**src/rtl/fpctx_pkg.sv**
```systemverilog
package fpctx_pkg;

  typedef enum logic [1:0] {
    FS_OFF   = 2'd0,
    FS_INIT  = 2'd1,
    FS_CLEAN = 2'd2,
    FS_DIRTY = 2'd3
  } fsState_e;

  typedef enum logic [1:0] {
    POL_TWO_STATE   = 2'd0,
    POL_SIGNAL_ONLY = 2'd1,
    POL_PERMISSIVE  = 2'd2,
    POL_RESERVED    = 2'd3
  } policy_e;

  // Strobes from control to the state register
  typedef struct packed {
    logic     swLoad;
    fsState_e swValue;
    logic     markDirty;
  } fsStrobe_t;

endpackage

```
**src/rtl/fpctx_ctrl.sv**
```systemverilog
module fpctx_ctrl
  import fpctx_pkg::*;
(
  input  logic [1:0] policySel,
  input  logic       swWrEn,
  input  logic [1:0] swWrData,
  input  logic       flagWr,
  input  logic       rmWr,
  input  logic       ctlWr,
  input  logic       fregWr,
  input  logic       cmpCvtExec,
  input  logic       cmpCvtExc,
  input  fsState_e   curState,
  output fsStrobe_t  strobes
);

  policy_e  policy;
  fsState_e rawValue;
  logic     explicitHit;
  logic     cmpHit;

  always_comb begin
    policy      = policy_e'(policySel);
    rawValue    = fsState_e'(swWrData);
    explicitHit = flagWr | rmWr | ctlWr | fregWr;
    cmpHit      = cmpCvtExec & ((policy == POL_PERMISSIVE) | cmpCvtExc);

    strobes.swLoad  = swWrEn;
    strobes.swValue = rawValue;
    // Two-state policy folds Initial and Clean into Dirty
    if ((policy == POL_TWO_STATE) &&
        ((rawValue == FS_INIT) || (rawValue == FS_CLEAN))) begin
      strobes.swValue = FS_DIRTY;
    end

    // No FP instruction can run while the field is Off
    strobes.markDirty = (explicitHit | cmpHit) & (curState != FS_OFF);
  end

endmodule

```
**src/rtl/fpctx_datapath.sv**
```systemverilog
module fpctx_datapath
  import fpctx_pkg::*;
#(
  parameter logic [1:0] RESET_STATE = 2'd0
) (
  input  logic      clk,
  input  logic      rst_n,
  input  fsStrobe_t strobes,
  output fsState_e  curState,
  output logic      fpEnable
);

  localparam fsState_e RESET_ENUM = fsState_e'(RESET_STATE);

  fsState_e stateQ;

  always_ff @(posedge clk) begin
    if (!rst_n) begin
      stateQ <= RESET_ENUM;
    end else if (strobes.swLoad) begin
      stateQ <= strobes.swValue;
    end else if (strobes.markDirty) begin
      stateQ <= FS_DIRTY;
    end
  end

  always_comb begin
    curState = stateQ;
    fpEnable = (stateQ != FS_OFF);
  end

endmodule

```
**src/rtl/fpctx_tracker.sv**
```systemverilog
module fpctx_tracker
  import fpctx_pkg::*;
#(
  parameter logic [1:0] RESET_STATE = 2'd0
) (
  input  logic       clk,
  input  logic       rst_n,
  input  logic [1:0] policySel,
  input  logic       swWrEn,
  input  logic [1:0] swWrData,
  input  logic       flagWr,
  input  logic       rmWr,
  input  logic       ctlWr,
  input  logic       fregWr,
  input  logic       cmpCvtExec,
  input  logic       cmpCvtExc,
  output logic [1:0] fsState,
  output logic       fpEnable
);

  fsStrobe_t strobes;
  fsState_e  curState;

  fpctx_ctrl i_ctrl (
    .policySel (policySel),
    .swWrEn    (swWrEn),
    .swWrData  (swWrData),
    .flagWr    (flagWr),
    .rmWr      (rmWr),
    .ctlWr     (ctlWr),
    .fregWr    (fregWr),
    .cmpCvtExec(cmpCvtExec),
    .cmpCvtExc (cmpCvtExc),
    .curState  (curState),
    .strobes   (strobes)
  );

  fpctx_datapath #(.RESET_STATE(RESET_STATE)) i_datapath (
    .clk     (clk),
    .rst_n   (rst_n),
    .strobes (strobes),
    .curState(curState),
    .fpEnable(fpEnable)
  );

  assign fsState = curState;

endmodule

```
**config.mk**
```make
export PLATFORM = sky130hd
export DESIGN_NAME = fpctx_tracker
export DESIGN_NICKNAME = d
export VERILOG_FILES = /design/src/rtl/fpctx_pkg.sv /design/src/rtl/fpctx_ctrl.sv /design/src/rtl/fpctx_datapath.sv /design/src/rtl/fpctx_tracker.sv
export SDC_FILE = /design/constraint.sdc
export NUM_CORES = 1
export LEC_CHECK = 0
export BUFFER_PORTS_ARGS = -buffer_cell sky130_fd_sc_hd__buf_2
export CAP_MARGIN = 10
export CORE_AREA = 2 2 39 41
export DETAILED_ROUTE_END_ITERATION = 8
export DIE_AREA = 0 0 41 43
export GPL_TIMING_DRIVEN = 0
export PLACE_DENSITY_LB_ADDON = 0.3
export REMOVE_ABC_BUFFERS = 1
export SYNTH_ARGS = -nofsm -noshare
export SYNTH_HDL_FRONTEND = slang
export SYNTH_SLANG_ARGS = --single-unit
```
**constraint.sdc**
```tcl
create_clock -name clk -period 1.2 [get_ports clk]
set_input_delay 0.24 -clock clk [delete_from_list [all_inputs] [get_ports clk]]
set_output_delay 0.24 -clock clk [all_outputs]
set_load 0.01 [all_outputs]
```
=== After elaboration in Yosys (flattened, before gate mapping) ===
Index checks and enable logic that the tools add are counted.

* Mux-type cells: 3
* Reduce and logical (&&, ||, !) cells: 5
* Equal/unequal tests: 3
* Bitwise operators: 7

{| class="wikitable"
|+ Operators by type and width
! kind !! count
|-
| two-way mux 2 bit || 3
|-
| bitwise OR 1 bit || 5
|-
| == test 2 bit (second input constant) || 2
|-
| nonzero test 2 bit || 2
|-
| bitwise AND 1 bit || 2
|-
| == test 2 x 1 -> 1 bit (second input constant) || 1
|-
| zero test 2 bit || 1
|-
| logical AND 1 bit || 1
|-
| logical OR 1 bit || 1
|}

* Bits of input ports: 13
* Output and inout port bits: 3
* Word-level logic and storage cells: 19
* Flip-flop bits (word level): 2

=== Longest topological paths before layout ===
Gate-level depths: netlist of the first run.

* Word-level depth: 7
* Depth in mapped cells: 3
* Depth with buffers taken out: 3

=== Hierarchy ===
A second synthesis of the first run with hierarchy kept.

* Cells, all modules: 16
* Area, all modules: 140.1 µm²

{| class="wikitable"
|+ By module, submodules not included
! module !! cells an instance !! instances !! sequential area each (µm²) !! area an instance (µm²)
|-
| fpctx_datapath || 7 || 1 || 40.0 || 78.8
|-
| fpctx_ctrl || 9 || 1 || 0.0 || 61.3
|}

=== Worst setup path after synthesis of the first run ===
OpenSTA, ideal clock, no wires.

* Path type: input to register
* From: in flagWr
* To: reg i_datapath.stateQ[0] (netlist: i_datapath.curState[0])
* Stages: 3
* Setup slack: 214 ps
* Setup time: 130 ps
* Path buffers: 0
* Required time: 1070 ps
* Arrival time: 855 ps
* Cell sequence: or3_4 > nor4_1 > a211oi_1

* Longest elaborated chain between the ends: 6

{| class="wikitable"
|+ RTL lines
! element !! RTL line !! RTL
|-
| start: declaration || fpctx_tracker.sv:11 || <nowiki>input logic flagWr,</nowiki>
|-
| bitwise OR 1 bit (3 in a row) || fpctx_ctrl.sv:25 || <nowiki>explicitHit = flagWr | rmWr | ctlWr | fregWr;</nowiki>
|-
| bitwise OR 1 bit || fpctx_ctrl.sv:37 || <nowiki>strobes.markDirty = (explicitHit | cmpHit) & (curState != FS_OFF);</nowiki>
|-
| bitwise AND 1 bit || fpctx_ctrl.sv:37 ||
|-
| nonzero test 2 bit (no line) || n/a ||
|-
| end signal: assignment || fpctx_datapath.sv:21 || <nowiki>stateQ <= strobes.swValue;</nowiki>
|-
| end: declaration || fpctx_datapath.sv:15 || <nowiki>fsState_e stateQ;</nowiki>
|}

Every way passes these cells.
A chain may end at the register's enable or synchronous reset.

=== Final worst setup path of the first run ===
* From: reg i_datapath.stateQ[0] (netlist: i_datapath.curState[0])
* To: out fpEnable

* Longest elaborated chain between the ends: 1

{| class="wikitable"
|+ RTL lines
! element !! RTL line !! RTL
|-
| nonzero test 2 bit || fpctx_datapath.sv:29 || <nowiki>fpEnable = (stateQ != FS_OFF);</nowiki>
|-
| end: declaration || fpctx_tracker.sv:18 || <nowiki>output logic fpEnable</nowiki>
|}

Every way passes these cells.

==> flow_metrics.env, run 1 <==
export IMPL_synth_avg_cell_area_um2=8.17
export IMPL_netlist_instances=17
export IMPL_grt_busiest_layer="met3"
export IMPL_slew_violations=0
export IMPL_p_sw_frac=0.244
export IMPL_gr_usage_met1=0.0831
export IMPL_slew_headroom=0.829
export IMPL_crit_path_start="i_datapath.curState[0]"
export IMPL_period_minus_slack_ns=1.14
export IMPL_ioPinCount=16
export IMPL_startpoint_type="flop"
export IMPL_yosysUniqueCellTypes=10
export IMPL_root_buffer="clkbuf_4"
export IMPL_total_power_uw=298
export IMPL_fmax_ghz=0.876
export IMPL_fp_row_count=14
export IMPL_ant_nets=0
export IMPL_ys_seq_area_frac=0.288
export IMPL_start_util=0.100
export IMPL_combPwrFrac=0.229
export IMPL_drive_gt1_frac=0.600
export IMPL_finish_cell_count_without_fillers=51
export IMPL_cts_sinks=2
export IMPL_die_w_um=41
export IMPL_die_h_um=43
export IMPL_worst_pin_slew_ns=0.254
export IMPL_p_sw_uw=72.6
export IMPL_post_route_util=0.193
export IMPL_rsz0062_at_grt="no"
export IMPL_power_density_nw_per_um2=1120
export IMPL_layout_worst_path_cycle_share=0.951
export IMPL_syn_cell_area_um2=139
export IMPL_seq_power_share=0.266
export IMPL_crit_required_ns=0.96
export IMPL_end_kind="primary output"
export IMPL_antenna_found_initial=0
export IMPL_critPathArrivalTime_ns=0.90
export IMPL_worstSetupPathType="reg2out"
export IMPL_insertion_delay_ns=0.22
export IMPL_grt_pass1_vias=180
export IMPL_cap_violations=0
export IMPL_dr_pass1_iters=2
export IMPL_crit_fanout=4
export IMPL_intPower_uw=225
export IMPL_vias=192
export IMPL_cts_made_buffers=3
export IMPL_drt_wl_total_um=460
export IMPL_cts_setup_buffers=0
export IMPL_tns_ns=0
export IMPL_area_growth_pct=91.9
export IMPL_setup_viol=0
export IMPL_dp_cells=48
export IMPL_hold_viol_final=0
export IMPL_p_clk_frac=0.505
export IMPL_leakage_uw=0.000117
export IMPL_cts_tree="built"
export IMPL_first_iter_violations=1
export IMPL_clk_pin_slew_ns=0.03
export IMPL_fp_dieArea_um2=1760
export IMPL_met3_usage=0.0995
export IMPL_grtUsageTotal=0.0691
export IMPL_drc=0
export IMPL_grt_use_met2=0.0563
export IMPL_largest_reg_flops=2
export IMPL_ys_ff_latch=2
export IMPL_wl_per_cell_um=9.02
export IMPL_coreArea_um2=1380
export IMPL_grt_pass1_wl_um=683
export IMPL_clock_skew_ns=0.000501
export IMPL_min_from="rst_n"
export IMPL_clk_path_buf_depth=2
export IMPL_status="finished, final reports clean"
export IMPL_gp_congestion=0.724
export IMPL_vdd_drop_max_mv=0.333
export IMPL_hold_ws_ns=0.279
export IMPL_min_path_type="in2reg"
export IMPL_grt_overflow=0
export IMPL_n_antenna_cell=0
export IMPL_port_buffers=15
export IMPL_h_tree_depth=1
export IMPL_nNetsFinal=50
export IMPL_grt_max_degree=6
export IMPL_viasPerCell=3.76
export IMPL_yosysWarnings=0
export IMPL_reg2reg_from="i_datapath.curState[1]"
synth_stat cells:
| cell | count | area (um2) |
|---|---|---|
| or3_4 | 1 | 11.3 |
| o21ai_0 | 3 | 15.0 |
| a211oi_1 | 2 | 15.0 |
| nor2b_1 | 1 | 6.26 |
| nand2b_1 | 2 | 12.5 |
| dfxtp_1 | 2 | 40.0 |
| nor3_1 | 1 | 5.00 |
| nor4_1 | 2 | 12.5 |
| nor3b_1 | 2 | 15.0 |
| or2_2 | 1 | 6.26 |
cells in the final DEF (no fill, tap or decap):
cell / n
buf_2: 14
o21ai_0: 3
clkbuf_4: 3
nor4_1: 2
nand2b_1: 2
nor3b_1: 2
a211oi_1: 2
or2_4: 1
nor2b_1: 1
or3_4: 1
nor3_1: 1
dfxtp_2: 1
dfxtp_1: 1
buf_6: 1
power by group through the flow:
stage,Clock (uW),Sequential (uW),Combinational [uW]
5_1_grt,170,80.7,75.8
4_1_cts,161,79.5,69.1
3_3_place_gp,0,79.3,60.6
3_5_place_dp,0,79.3,60.8
2_1_floorplan,0,81.5,22.8
6_report,150,79.3,68.3
layer usage:
layer | share of wire | vias up
li1 | - | 103
met1 | 0.49 | 73
met2 | 0.29 | 16
met3 | 0.21 | 0
met4 | 0 | 0
met5 | 0 | -
worst max-delay path, cell delays in order, from the launching register on:
cell     delay [ns]
dfxtp_2        0.32
or2_4          0.24
buf_6          0.12
stage by stage:
step	area (um2)	worst slack, ns
after floorplan	139	0.214
after global placement	234	0.0519
after detailed placement	234	0.0431
after CTS	267	0.0425
after global routing	267	0.0192
final	267	0.0589
cell families (layout without fill, tap and decap cells):
family	after synthesis	count (layout)	share of synthesized area
simple gates	10	10	0.495
compound gates	5	5	0.216
flops	2	2	0.288
buf+inv	0	18	0
final timing paths:
| check | depth (start not counted) | slack (ns) | end |
|---|---|---|---|
| hold reg to reg | 2 | 0.61 | i_datapath.curState[0] |
| hold / removal | 3 | 0.28 | i_datapath.curState[1] |
| setup / recovery | 2 | 0.06 | fpEnable |
| setup reg to reg | 2 | 0.35 | i_datapath.curState[1] |
timing repair:
item                       4_1_cts  5_1_grt
hold buffers                     0        0
gates resized for setup          3        0
setup endpoints to repair        1        0
final cells by class:
| type | count | area [um2] |
|---|---|---|
| repair buffers | 15 | 81.3 |
| multi-input cells | 15 | 101 |
| clock buffers | 3 | 22.5 |
| well taps | 16 | 20.0 |
| flip-flops and latches | 2 | 41.3 |
| fillers | 158 | 1120 |
Note: power is estimated with default switching activity, not from simulation.
==> run 2, diff against run 1 <==
Settings changed: SYNTH_HIERARCHICAL from default to 1.
==> run 2 against run 1 <==
Effect of this change: critical path depth did not move; sequential power barely moved; maximum frequency rose by 0.51%; area after synthesis rose by 0.90%; count of clock-buffer cells in the layout did not move; first-iteration DRC count fell by 100%; highest routed layer unchanged; combinational power rose by 15%; total power rose by 2.3%; sequential share of layout area fell by 0.072 points; via count fell by 8.9%; cell count fell by 2.0%.
==> flow_metrics.env, run 2 <==
export IMPL_synth_fa_ha_area_frac=0
export IMPL_power_density_nw_per_um2=1140
export IMPL_cts_made_buffers=3
export IMPL_ant_nets=0
export IMPL_r2r_end="i_datapath/curState[0]"
export IMPL_wl_per_cell_um=9.68
export IMPL_fmax_ghz=0.881
export IMPL_grt_overflow=0
export IMPL_synth_top_cell_area_share=0.286
export IMPL_ys_ff_latch=2
export IMPL_yosysUniqueCellTypes=11
export IMPL_critPathArrivalTime_ns=0.90
export IMPL_slew_violations=0
export IMPL_ys_top_cells_by_area="dfxtp_1 (29%), o311a_1 (14%), a21o_1 (11%)"
export IMPL_hold_ws_ns=0.270
export IMPL_h_tree_depth=1
export IMPL_worstSetupPathType="reg2out"
export IMPL_async_flop_share=0
export IMPL_die_h_um=43
export IMPL_syn_cell_area_um2=140
export IMPL_crit_fanout=4
export IMPL_synth_edf_count=0
export IMPL_insertion_delay_ns=0.22
export IMPL_clock_skew_ns=0.00136
export IMPL_layout_worst_path_cycle_share=0.946
export IMPL_netlist_instances=16
export IMPL_antenna_found_initial=0
export IMPL_coreArea_um2=1380
export IMPL_synth_compound_area_frac=0.321
export IMPL_fp_row_count=14
export IMPL_ioPinCount=16
export IMPL_synth_simple_area_share=0.339
export IMPL_tns_ns=0
export IMPL_gp_congestion=0.611
export IMPL_yosysWarnings=6
export IMPL_final_common_cell="buf_2"
export IMPL_first_iter_violations=0
export IMPL_cap_violations=0
export IMPL_crit_path_cell_trace="or2_4 > buf_6"
export IMPL_mostFrequentLayoutCells="buf_2 (14), clkbuf_4 (3)"
export IMPL_end_kind="primary output"
export IMPL_vias=175
export IMPL_min_path_type="in2reg"
export IMPL_fp_dieArea_um2=1760
export IMPL_synth_top_flop_cell="dfxtp_1"
export IMPL_drt_wl_total_um=484
export IMPL_reg2reg_from="i_datapath/curState[0]"
export IMPL_cts_sinks=2
export IMPL_port_buffers=15
export IMPL_period_minus_slack_ns=1.14
export IMPL_startpoint_type="flop"
export IMPL_synth_top_family_by_area="simple AND/OR/NAND/NOR gates"
export IMPL_whs_endpoint="i_datapath/curState[0]"
export IMPL_grtUsageTotal=0.0631
export IMPL_slew_headroom=0.868
export IMPL_n_antenna_cell=0
export IMPL_vdd_drop_max_mv=0.299
export IMPL_hold_depth=2
export IMPL_crit_required_ns=0.96
export IMPL_root_buffer="clkbuf_4"
export IMPL_die_w_um=41
export IMPL_viasPerCell=3.50
export IMPL_status="finished, final reports clean"
export IMPL_cp_top_family="flip-flops"
export IMPL_nNetsFinal=49
export IMPL_rrSetupSlack_ns=0.20
export IMPL_min_from="rst_n"
export IMPL_cpMaxStageDelayCell="dfxtp_1"
export IMPL_rsz0062_at_grt="no"
export IMPL_synth_mux_area_frac=0
export IMPL_crit_path_max_incr_delay_ns=0.32
export IMPL_cts_hold_fix_buffers=0
export IMPL_grt_pass1_vias=191
export IMPL_cts_tree="built"
export IMPL_area_growth_pct=91.1
export IMPL_clk_pin_slew_ns=0.03
export IMPL_yosysTopAreaCell="dfxtp_1"
export IMPL_path_buf_inv=1
export IMPL_synth_common_cells="a21o_1 (2), dfxtp_1 (2), nand2b_1 (2), nor2_1 (2), o311a_1 (2)"
export IMPL_worst_pin_slew_ns=0.196
export IMPL_grt_max_degree=5
export IMPL_finish_cell_count_without_fillers=50
export IMPL_reg2reg_depth=4
export IMPL_ys_seq_area_frac=0.286
export IMPL_dp_cells=46
export IMPL_synth_avg_cell_area_um2=8.76
export IMPL_leakage_uw=0.000138
export IMPL_drc=0
export IMPL_dr_pass1_iters=1
export IMPL_n_fill_cell=156
export IMPL_start_util=0.101
export IMPL_clk_path_buf_depth=2
export IMPL_largest_reg_flops=2
export IMPL_grt_pass1_wl_um=676
export IMPL_synthXorXnorAreaFrac=0
export IMPL_drive_gt1_frac=0.676
export IMPL_hold_viol_final=0
export IMPL_setup_viol=0
[run 2: what timing repair did]
action | in CTS | in global routing
hold endpoints to repair | 0 | 0
buffers inserted | 1 | 0
setup endpoints to repair | 1 | 0
resized for setup | 3 | 0
[run 2: cell families after synthesis]
family                 count (synthesis)
and+or+nand+nor                        7
AOI/OAI and AO/OA                      6
buffers and inverters                  1
DFF                                    2
[run 2: how the worst max path moves through the flow]
stage / start / to / slack (ns) / cells after the start
final: i_datapath/curState[1] / fpEnable / 0.06 / 2
after global routing: i_datapath/curState[1] / fpEnable / 0.04 / 2
after floorplan: rmWr / i_datapath/curState[0] / 0.23 / 3
after global placement: policySel[1] / i_datapath/curState[1] / 0.08 / 5
after CTS: i_datapath/curState[1] / fpEnable / 0.05 / 2
after detailed placement: policySel[1] / i_datapath/curState[1] / 0.05 / 5
[run 2: cell type report]
class                           count  area [um2]  area share
Clock buffer                        3        22.5      0.0841
Tap cell                           16        20.0      0.0748
Sequential cell                     2        41.3       0.154
Multi-Input combinational cell     13        95.1       0.355
Timing Repair Buffer               16        88.8       0.332
[run 2: layer usage]
layer / vias to the layer above / GRT usage / wire, um
met4: 0 / 0.0800 / 0
met1: 64 / 0.0796 / 233
li1: 95 / - / -
met2: 16 / 0.0656 / 154
met5: - / 0 / 0
met3: 0 / 0.0262 / 95
[run 2: per-stage QoR]
stage / setup WS (ns) / utilization / instance area [um2] / power (uW)
detailed placement: 0.0525 / 0.165 / 228 / 145
floorplan: 0.228 / - / 133 / 107
CTS: 0.0542 / 0.193 / 268 / 319
global placement: 0.0774 / 0.165 / 228 / 145
finish: 0.0646 / 0.193 / 268 / 305
global route: 0.0381 / 0.193 / 268 / 326
[run 2: power by group]
group / internal [uW] / switching, uW / leakage (uW)
logic: 46.7 / 31.9 / 0.000107
registers: 73.9 / 5.33 / 0.0000170
clock network: 110 / 36.7 / 0.0000138
